<file path="config.mk">
export PLATFORM = sky130hd
export DESIGN_NAME = pwr_wake_ctrl
export DESIGN_NICKNAME = d
export VERILOG_FILES = /design/src/rtl/pwk_pkg.sv /design/src/rtl/pwk_filter.sv /design/src/rtl/pwk_detect.sv /design/src/rtl/pwk_outdrv.sv /design/src/rtl/pwr_wake_ctrl.sv
export SDC_FILE = /design/constraint.sdc
export NUM_CORES = 1
export LEC_CHECK = 0
export ABC_AREA = 1
export BUFFER_PORTS_ARGS = -buffer_cell sky130_fd_sc_hd__clkbuf_2
export CAP_MARGIN = 20
export CORE_UTILIZATION = 52
export DETAILED_ROUTE_END_ITERATION = 6
export PLACE_DENSITY = 0.75
export RECOVER_POWER = 50
export SLEW_MARGIN = 10
export SYNTH_ARGS = -nofsm -noshare
export SYNTH_HDL_FRONTEND = slang
export SYNTH_SLANG_ARGS = --single-unit
</file>
<file path="constraint.sdc">
create_clock -name clk -period 1.4 [get_ports clk]
set_clock_uncertainty 0.1 [all_clocks]
set_input_delay 0.21 -clock clk [delete_from_list [all_inputs] [get_ports clk]]
set_output_delay 0.21 -clock clk [all_outputs]
set_load 0.02 [all_outputs]
</file>
<file path="src/rtl/pwk_pkg.sv">
`timescale 1ns/1ps
package pwk_pkg;
    localparam int NUM_PIN = 4;

    typedef enum logic [1:0] {
        A_PINCFG = 2'd0,
        A_POL    = 2'd1,
        A_MODE   = 2'd2,
        A_WIDTH  = 2'd3
    } pwk_addr_e;

    typedef struct packed {
        logic rst_stat;
        logic tmr_stat;
        logic gpo;
        logic lock;
        logic rst_en;
        logic glitch_en;
        logic od_en;
        logic pulse_en;
    } pwk_mode_t;

    function automatic logic [7:0] spread_pol(input logic [NUM_PIN-1:0] p);
        logic [7:0] r;
        r = '0;
        for (int i = 0; i < NUM_PIN; i++) r[2*i] = p[i];
        return r;
    endfunction
endpackage

</file>
<file path="src/rtl/pwk_filter.sv">
`timescale 1ns/1ps
module pwk_filter #(
    parameter int LEN = 3
) (
    input  logic clk,
    input  logic rst,
    input  logic en,
    input  logic din,
    output logic dout
);
    logic [LEN-1:0] hist;
    logic           held;

    always_ff @(posedge clk) begin
        if (rst) begin
            hist <= '0;
            held <= 1'b0;
        end else begin
            hist <= {hist[LEN-2:0], din};
            if (&hist)       held <= 1'b1;
            else if (~|hist) held <= 1'b0;
        end
    end

    assign dout = en ? held : din;
endmodule

</file>
<file path="src/rtl/pwk_detect.sv">
`timescale 1ns/1ps
module pwk_detect (
    input  logic clk,
    input  logic rst,
    input  logic din,
    input  logic pol,
    input  logic edge_sel,
    output logic evt
);
    logic act, prev;

    assign act = pol ? din : ~din;

    always_ff @(posedge clk) begin
        if (rst) prev <= 1'b1;
        else     prev <= act;
    end

    assign evt = edge_sel ? (act & ~prev) : act;
endmodule

</file>
<file path="src/rtl/pwk_outdrv.sv">
`timescale 1ns/1ps
module pwk_outdrv #(
    parameter int PW_W = 8
) (
    input  logic            clk,
    input  logic            rst,
    input  logic            wake,
    input  logic            hib,
    input  logic            pulse_en,
    input  logic            od_en,
    input  logic [PW_W-1:0] width,
    output logic            sup_o,
    output logic            sup_oe
);
    logic            lvl;
    logic [PW_W-1:0] cnt;

    always_ff @(posedge clk) begin
        if (rst) begin
            lvl <= 1'b1;
            cnt <= '0;
        end else begin
            if (wake)     lvl <= 1'b1;
            else if (hib) lvl <= 1'b0;
            if (cnt != '0)
                cnt <= cnt - 1'b1;
            else if (wake && pulse_en)
                cnt <= (width == '0) ? PW_W'(1) : width;
        end
    end

    assign sup_o  = pulse_en ? (cnt != '0) : lvl;
    assign sup_oe = od_en ? ~sup_o : 1'b1;
endmodule

</file>
<file path="src/rtl/pwr_wake_ctrl.sv">
`timescale 1ns/1ps
module pwr_wake_ctrl
    import pwk_pkg::*;
#(
    parameter int FILT_LEN = 3,
    parameter int PW_W     = 8,
    parameter int PW_RST   = 8
) (
    input  logic               clk,
    input  logic               rst,
    input  logic               wr_en,
    input  logic [1:0]         addr,
    input  logic [7:0]         wdata,
    output logic [7:0]         rdata,
    input  logic [NUM_PIN-1:0] wake_pin,
    input  logic               tmr_evt,
    input  logic               rst_pin_n,
    input  logic               hib_req,
    output logic               sup_o,
    output logic               sup_oe,
    output logic               gpo_o
);
    localparam int NSRC = NUM_PIN + 1;

    logic [NUM_PIN-1:0] type_q, pol_q, pin_stat, pin_evt, pin_clr;
    pwk_mode_t          mode_q;
    logic [PW_W-1:0]    width_q;
    logic [NSRC-1:0]    raw_in, filt;
    logic               tmr_e, rst_raw_e, rst_e, wake;
    logic               wr_cfg, wr_pol, wr_mode, wr_width;

    assign wr_cfg   = wr_en && (addr == A_PINCFG);
    assign wr_pol   = wr_en && (addr == A_POL);
    assign wr_mode  = wr_en && (addr == A_MODE);
    assign wr_width = wr_en && (addr == A_WIDTH);
    assign pin_clr  = wr_cfg ? wdata[NUM_PIN-1:0] : '0;

    assign raw_in = {rst_pin_n, wake_pin};

    for (genvar g = 0; g < NSRC; g++) begin : g_filt
        pwk_filter #(.LEN(FILT_LEN)) u_filt (
            .clk(clk), .rst(rst), .en(mode_q.glitch_en),
            .din(raw_in[g]), .dout(filt[g])
        );
    end

    for (genvar g = 0; g < NUM_PIN; g++) begin : g_det
        pwk_detect u_det (
            .clk(clk), .rst(rst), .din(filt[g]), .pol(pol_q[g]),
            .edge_sel(type_q[g]), .evt(pin_evt[g])
        );
    end

    pwk_detect u_tmr_det (
        .clk(clk), .rst(rst), .din(tmr_evt), .pol(1'b1),
        .edge_sel(1'b1), .evt(tmr_e)
    );

    pwk_detect u_rst_det (
        .clk(clk), .rst(rst), .din(filt[NUM_PIN]), .pol(1'b0),
        .edge_sel(1'b0), .evt(rst_raw_e)
    );

    assign rst_e = rst_raw_e & mode_q.rst_en;
    assign wake  = (|pin_evt) | tmr_e | rst_e;

    always_ff @(posedge clk) begin
        if (rst) begin
            type_q   <= '0;
            pol_q    <= '0;
            pin_stat <= '0;
            mode_q   <= '0;
            width_q  <= PW_W'(PW_RST);
        end else begin
            if (wr_cfg) type_q <= wdata[7:4];
            pin_stat <= (pin_stat & ~pin_clr) | pin_evt;
            if (wr_pol)
                for (int i = 0; i < NUM_PIN; i++) pol_q[i] <= wdata[2*i];
            if (wr_mode) begin
                mode_q.pulse_en  <= wdata[0];
                mode_q.od_en     <= wdata[1] & wdata[0];
                mode_q.glitch_en <= wdata[2];
                mode_q.gpo       <= wdata[5];
                if (!mode_q.lock) begin
                    mode_q.rst_en <= wdata[3];
                    mode_q.lock   <= wdata[4];
                end
            end
            mode_q.tmr_stat <= (mode_q.tmr_stat & ~(wr_mode & wdata[6])) | tmr_e;
            mode_q.rst_stat <= (mode_q.rst_stat & ~(wr_mode & wdata[7])) | rst_e;
            if (wr_width) width_q <= wdata[PW_W-1:0];
        end
    end

    always_comb begin
        rdata = '0;
        case (pwk_addr_e'(addr))
            A_PINCFG: rdata = {type_q, pin_stat};
            A_POL:    rdata = spread_pol(pol_q);
            A_MODE:   rdata = mode_q;
            default:  rdata[PW_W-1:0] = width_q;
        endcase
    end

    pwk_outdrv #(.PW_W(PW_W)) u_drv (
        .clk(clk), .rst(rst), .wake(wake), .hib(hib_req),
        .pulse_en(mode_q.pulse_en), .od_en(mode_q.od_en), .width(width_q),
        .sup_o(sup_o), .sup_oe(sup_oe)
    );

    assign gpo_o = mode_q.gpo;
endmodule

</file>
# ---- Word-level counts from Yosys, hierarchy flattened
# Index checks and enable logic that the tools add are counted.
dict set report op_classes {
  bitwise_logic 32
  n_addsub 1
  muxes 31
  n_reduce_logical 22
  n_eq_ne 8
}
# operator n
set op_table {}
lappend op_table {{two-way mux 1 bit} 25}
lappend op_table {{two-way mux 8 bit} 3}
lappend op_table {{case mux 8 bit (3 select lines)} 1}
lappend op_table {{AND reduction 3 bit} 5}
lappend op_table {{OR reduction 3 bit} 5}
lappend op_table {{NOT 1 bit} 14}
lappend op_table {{bitwise AND 1 bit} 11}
lappend op_table {{inequality test 2 x 1 -> 1 bit (second input constant)} 5}
lappend op_table {{zero test 8 bit} 1}
lappend op_table {{nonzero test 8 bit} 1}
lappend op_table {{subtractor 8 x 1 -> 8 bit (second input constant)} 1}
lappend op_table {{logical AND 1 bit} 5}
lappend op_table {{bitwise AND 4 bit} 1}
lappend op_table {{equality test 2 bit (second input constant)} 2}
lappend op_table {{two-way mux 4 bit} 1}
lappend op_table {{NOT 4 bit} 1}
lappend op_table {{OR 1 bit} 4}
lappend op_table {{OR 4 bit} 1}
lappend op_table {{OR reduction 4 bit} 1}
lappend op_table {{equality test 2 x 1 -> 1 bit (second input constant)} 1}
lappend op_table {{zero test 2 bit} 1}
lappend op_table {{two-way mux 2 bit} 1}
lappend op_table {{AND reduction 2 bit} 1}
lappend op_table {{nonzero test 2 bit} 1}
lappend op_table {{OR reduction 2 bit} 1}
dict set report totals {
  input_bits 20
  word_cells 123
  register_bits 62
  out_inout_bits 11
}

# ---- Longest topological paths before layout
dict set report logic_depth {
  word_depth 11
  ltp_mapped 12
  ltp_nobuf 10
}

# ---- Modules after synthesis
# Synthesis repeated with hierarchy kept, for this count alone.
dict set report unflattened {
  hier_cells 449
  hier_area_um2 3026.7
}
# module cells_per_inst area_per_inst_um2 n_inst seq_area_each_um2
set modules_own_cells {}
lappend modules_own_cells {pwr_wake_ctrl 184 1224.9 1 560.5}
lappend modules_own_cells {pwk_filter 20 148.9 5 80.1}
lappend modules_own_cells {pwk_outdrv 99 681.9 1 180.2}
lappend modules_own_cells {pwk_detect 11 62.6 6 20.0}

# ---- Worst setup path after synthesis
# No wires, ideal clock.
dict set report synth_path {
  kind {register -> output}
  startpoint {register u_drv.cnt[0]}
  endpoint {output port sup_oe}
  setup_slack_ns -0.465
  required_time_ns 1.090
  t_arrival_ns 1.555
  stages_incl_launch_ff 9
  n_path_buf 0
  cell_sequence {dfxtp_1 inv_1 ha_1 nand3_1 nor2_4 inv_4 nor2_8 a21oi_1 nand2_1}
}
dict set report synth_between {
  elab_chain_len 4
}
# item line
set synth_lines {}
lappend synth_lines {{from (decl)} pwk_outdrv.sv:16} ;# logic [PW_W-1:0] cnt;
lappend synth_lines {{from (signal assigned)} pwk_outdrv.sv:26} ;# cnt <= cnt - 1'b1;
lappend synth_lines {{from (signal assigned)} pwk_outdrv.sv:28} ;# cnt <= (width == '0) ? PW_W'(1) : width;
lappend synth_lines {{nonzero test 8 bit} pwk_outdrv.sv:32} ;# assign sup_o = pulse_en ? (cnt != '0) : lvl;
lappend synth_lines {{two-way mux 1 bit} pwk_outdrv.sv:32}
lappend synth_lines {{net sup_o} pwr_wake_ctrl.sv:19} ;# output logic sup_o,
lappend synth_lines {{NOT 1 bit} pwk_outdrv.sv:33} ;# assign sup_oe = od_en ? ~sup_o : 1'b1;
lappend synth_lines {{two-way mux 1 bit} pwk_outdrv.sv:33}
lappend synth_lines {{to (decl)} pwr_wake_ctrl.sv:20} ;# output logic sup_oe,
# The timed path passes the listed nets, and every way through them passes these cells.

# ---- Final worst setup path
dict set report layout_path {
  startpoint {register u_drv.cnt[4]}
  endpoint {output port sup_oe}
}
dict set report layout_between {
  elab_chain_len 4
}
# item line
set layout_lines {}
lappend layout_lines {{nonzero test 8 bit} pwk_outdrv.sv:32}
lappend layout_lines {{two-way mux 1 bit} pwk_outdrv.sv:32}
lappend layout_lines {{NOT 1 bit} pwk_outdrv.sv:33}
lappend layout_lines {{two-way mux 1 bit} pwk_outdrv.sv:33}
# Every way passes these cells.

==> out/metrics.cfg <==
[outcome]
status = finished with violations
violations = negative hold slack, negative setup slack

[clock_tree]
worstSkewPairLatency_ns = 0.35
cts-root-buf = clkbuf_8
clkTransAtPathRegs_ns = 0.07
cts_buffer_depth = 2
tritoncts = done
htree_levels = 3
clock-sinks = 62
cts_buffers = 9

[final_layout]
drive_above_1_share = 0.424
post-route-util = 0.810
nNetsFinal = 477
design_area_um2 = 3930
syn2layout_area_growth_pct = 45.6
n_antenna_cell = 0

[synthesis]
synth_cell_types = 33
synthTopCellsByArea = dfxtp_1 46%, nand2_1 8.8%, a21oi_1 7.8%
postSynthCellCount = 359
syn_area_per_cell_um2 = 7.51
synth_nets = 381
synth_seq_cells = 62
yosysTopAreaCell = dfxtp_1
syn-cell-area_um2 = 2700
yosysTopAreaCellShare = 0.460
yosysWarnings = 0
yosysSeqAreaShare = 0.460

[route]
drcViolationCount = 0
postRouteAntennaNets = 0
drt-wirelength-per-cell_um = 16.9
via_per_inst = 5.64
totalWireLength_mm = 8.92
vias = 2974
drt_iter0_drc = 234
dr.pass1.iters = 5

[sta]
setup_viol = 20
timing.final.ws_setup_ns = -0.454
final_max_slew_viol_count = 0
period_needed_ns = 1.85
fmax_mhz = 539
final-hold-violation-count = 1
rsz0062_at_grt = yes
min_period_over_period = 1.32
relSlewSlack = 0.456
tightest_slew_ns = 0.816
whs_ns = -0.00666

[place]
gp_congestion = 0.913
place_worst_setup_slack_ns = -0.184
port_buffers = 30
dp_hpwl_mm = 4.86
dpl_cell_area_um2 = 3180

[worst_setup_path]
cpPeakStageDelay_ns = 0.32
critPathMaxFanout = 2
path_buf_inv = 3
r2r_end = u_drv.lvl
path_cells = or2_0, nor2_1, inv_2, nor2_4, inv_4, nor2_8, a21oi_4, nand2_2, buf_8
slowest_stage = dfxtp_2
arrival_ns = 1.54
critPathRequiredTime_ns = 1.09
start_kind = flop
end_kind = primary output
reg2regPathDepth = 9
r2r_slack_ns = -0.29
r2r_start = mode_q[2]
crit_type = reg -> out
critPathTopFamily = simple AND/OR/NAND/NOR gates

[floorplanning]
die_x_um = 74.0
die-area_um2 = 5480
rows = 25
coreArea_um2 = 4850
start_util = 0.556
die_height_um = 74.0
ioPinCount = 31

[power]
p_leak_nw = 1.72
vdd_drop_max_mv = 0.910
power_density_nw_per_um2 = 1330

[grt]
grt_usage = 0.308
grt-ovfl-total = 0
grt_pass1_vias = 2756
grt_first_pass_wirelength_mm = 12.6
antenna_found_initial = 0
top_usage_layer = met2
use_met3 = 0.0691
grt_max_degree = 21
grt.met2_usage = 0.506
use_met1 = 0.375

[min_path]
whs_path_depth = 3
hp-start = wake_pin[2]
min_to = g_filt[2].u_filt.hist[0]
hold_class = in -> reg

[run]
maxCapViolCount = 0

-- cell usage after synthesis (all sizes together) --
master	number
a21oi	42
buf	3
clkbuf	5
clkinv	1
dfxtp	62
ha	2
inv	54
nand2	66
nand3	29
nor2	38
nor3	5
nor4	1
o2111ai	1
o211ai	3
o21ai	33
o21bai	1
o221ai	1
o22ai	3
o31ai	5
or2	2
xor2	2
-- cell families after synthesis --
| logic type | count (synthesis) | synth area share |
|---|---|---|
| AND/OR/NAND/NOR | 141 | 0.250 |
| AO/OA/AOI/OAI | 89 | 0.178 |
| buffers and inverters | 63 | 0.0969 |
| flip-flops | 62 | 0.460 |
| XOR/XNOR | 2 | 0.00649 |
| adder cells (fa/ha/maj) | 2 | 0.00927 |
-- final cells by class --
class	count	area, um^2
clock buffer	12	155
clock inverter	4	45.0
fill	283	920
inverter	55	221
multi-input combinational	234	1450
sequential	62	1270
tap	67	83.8
timing repair buffer	93	703
-- layout by cell type (no fill, tap or decap), types with 6 or more instances in the layout --
| master | n |
|---|---|
| clkbuf_2 | 17 |
| buf_4 | 56 |
| dfxtp_2 | 15 |
| nand3_2 | 13 |
| nand2_1 | 48 |
| inv_1 | 38 |
| buf_6 | 9 |
| a21oi_2 | 8 |
| nand3_1 | 10 |
| a21oi_1 | 33 |
| nand2_2 | 13 |
| clkbuf_8 | 12 |
| dfxtp_1 | 45 |
| o21ai_0 | 29 |
| nand3_4 | 6 |
| nor2_1 | 31 |
| inv_2 | 12 |
-- registers in the layout (all words and copies together) (netlist names) --
signal / count
pol_q: 4
g_filt.u_filt.hist: 15
u_drv.lvl: 1
pin_stat: 4
gpo_o: 1
type_q: 4
g_filt.u_filt.held: 5
g_det.u_det.prev: 4
width_q: 8
u_tmr_det.prev: 1
u_drv.cnt: 8
mode_q: 7
-- how the worst max path moves through the flow --
stage / cells past startpoint / endpoint / slack, ns / start
detailed placement: 9 / u_drv.cnt[7] / -0.18 / mode_q[2]
global route: 9 / sup_oe / -0.54 / u_drv.cnt[4]
floorplan: 8 / sup_oe / -0.16 / u_drv.cnt[0]
finish: 9 / sup_oe / -0.45 / u_drv.cnt[4]
global placement: 10 / u_drv.cnt[0] / -0.15 / mode_q[2]
CTS: 9 / sup_oe / -0.47 / u_drv.cnt[4]
-- worst min-delay path, cell delays in order --
cell,delay [ns]
clkbuf_2,0.11
inv_1,0.05
nor2_1,0.03
-- through the flow --
step / instances / total power [mW] / setup TNS (ns)
after floorplan: 359 / 2.82 / -0.526
after global placement: 483 / 3.28 / -1.41
after detailed placement: 483 / 3.33 / -1.82
after CTS: 524 / 5.04 / -3.50
after global routing: 527 / 5.44 / -5.46
final: 527 / 5.22 / -4.40
-- what timing repair did --
item / in CTS / in global routing
endpoints found under the hold margin: 3 / 0
resized for setup: 63 / 58
setup endpoints to repair: 19 / 21
setup buffers: 22 / 8
pin swaps: 14 / 15
hold buffers: 3 / 0
-- power by group --
part	switching (mW)	internal [mW]
Clock	0.703	0.910
Sequential	0.114	1.93
Combinational	0.865	0.700
-- routing by layer --
| layer | vias to the layer above | share of wire |
|---|---|---|
| met5 | - | 0 |
| met3 | 53 | 0.077 |
| met2 | 179 | 0.48 |
| li1 | 1364 | - |
| met4 | 0 | 0.049 |
| met1 | 1378 | 0.40 |
No activity file was read; power rests on OpenSTA's default activity.
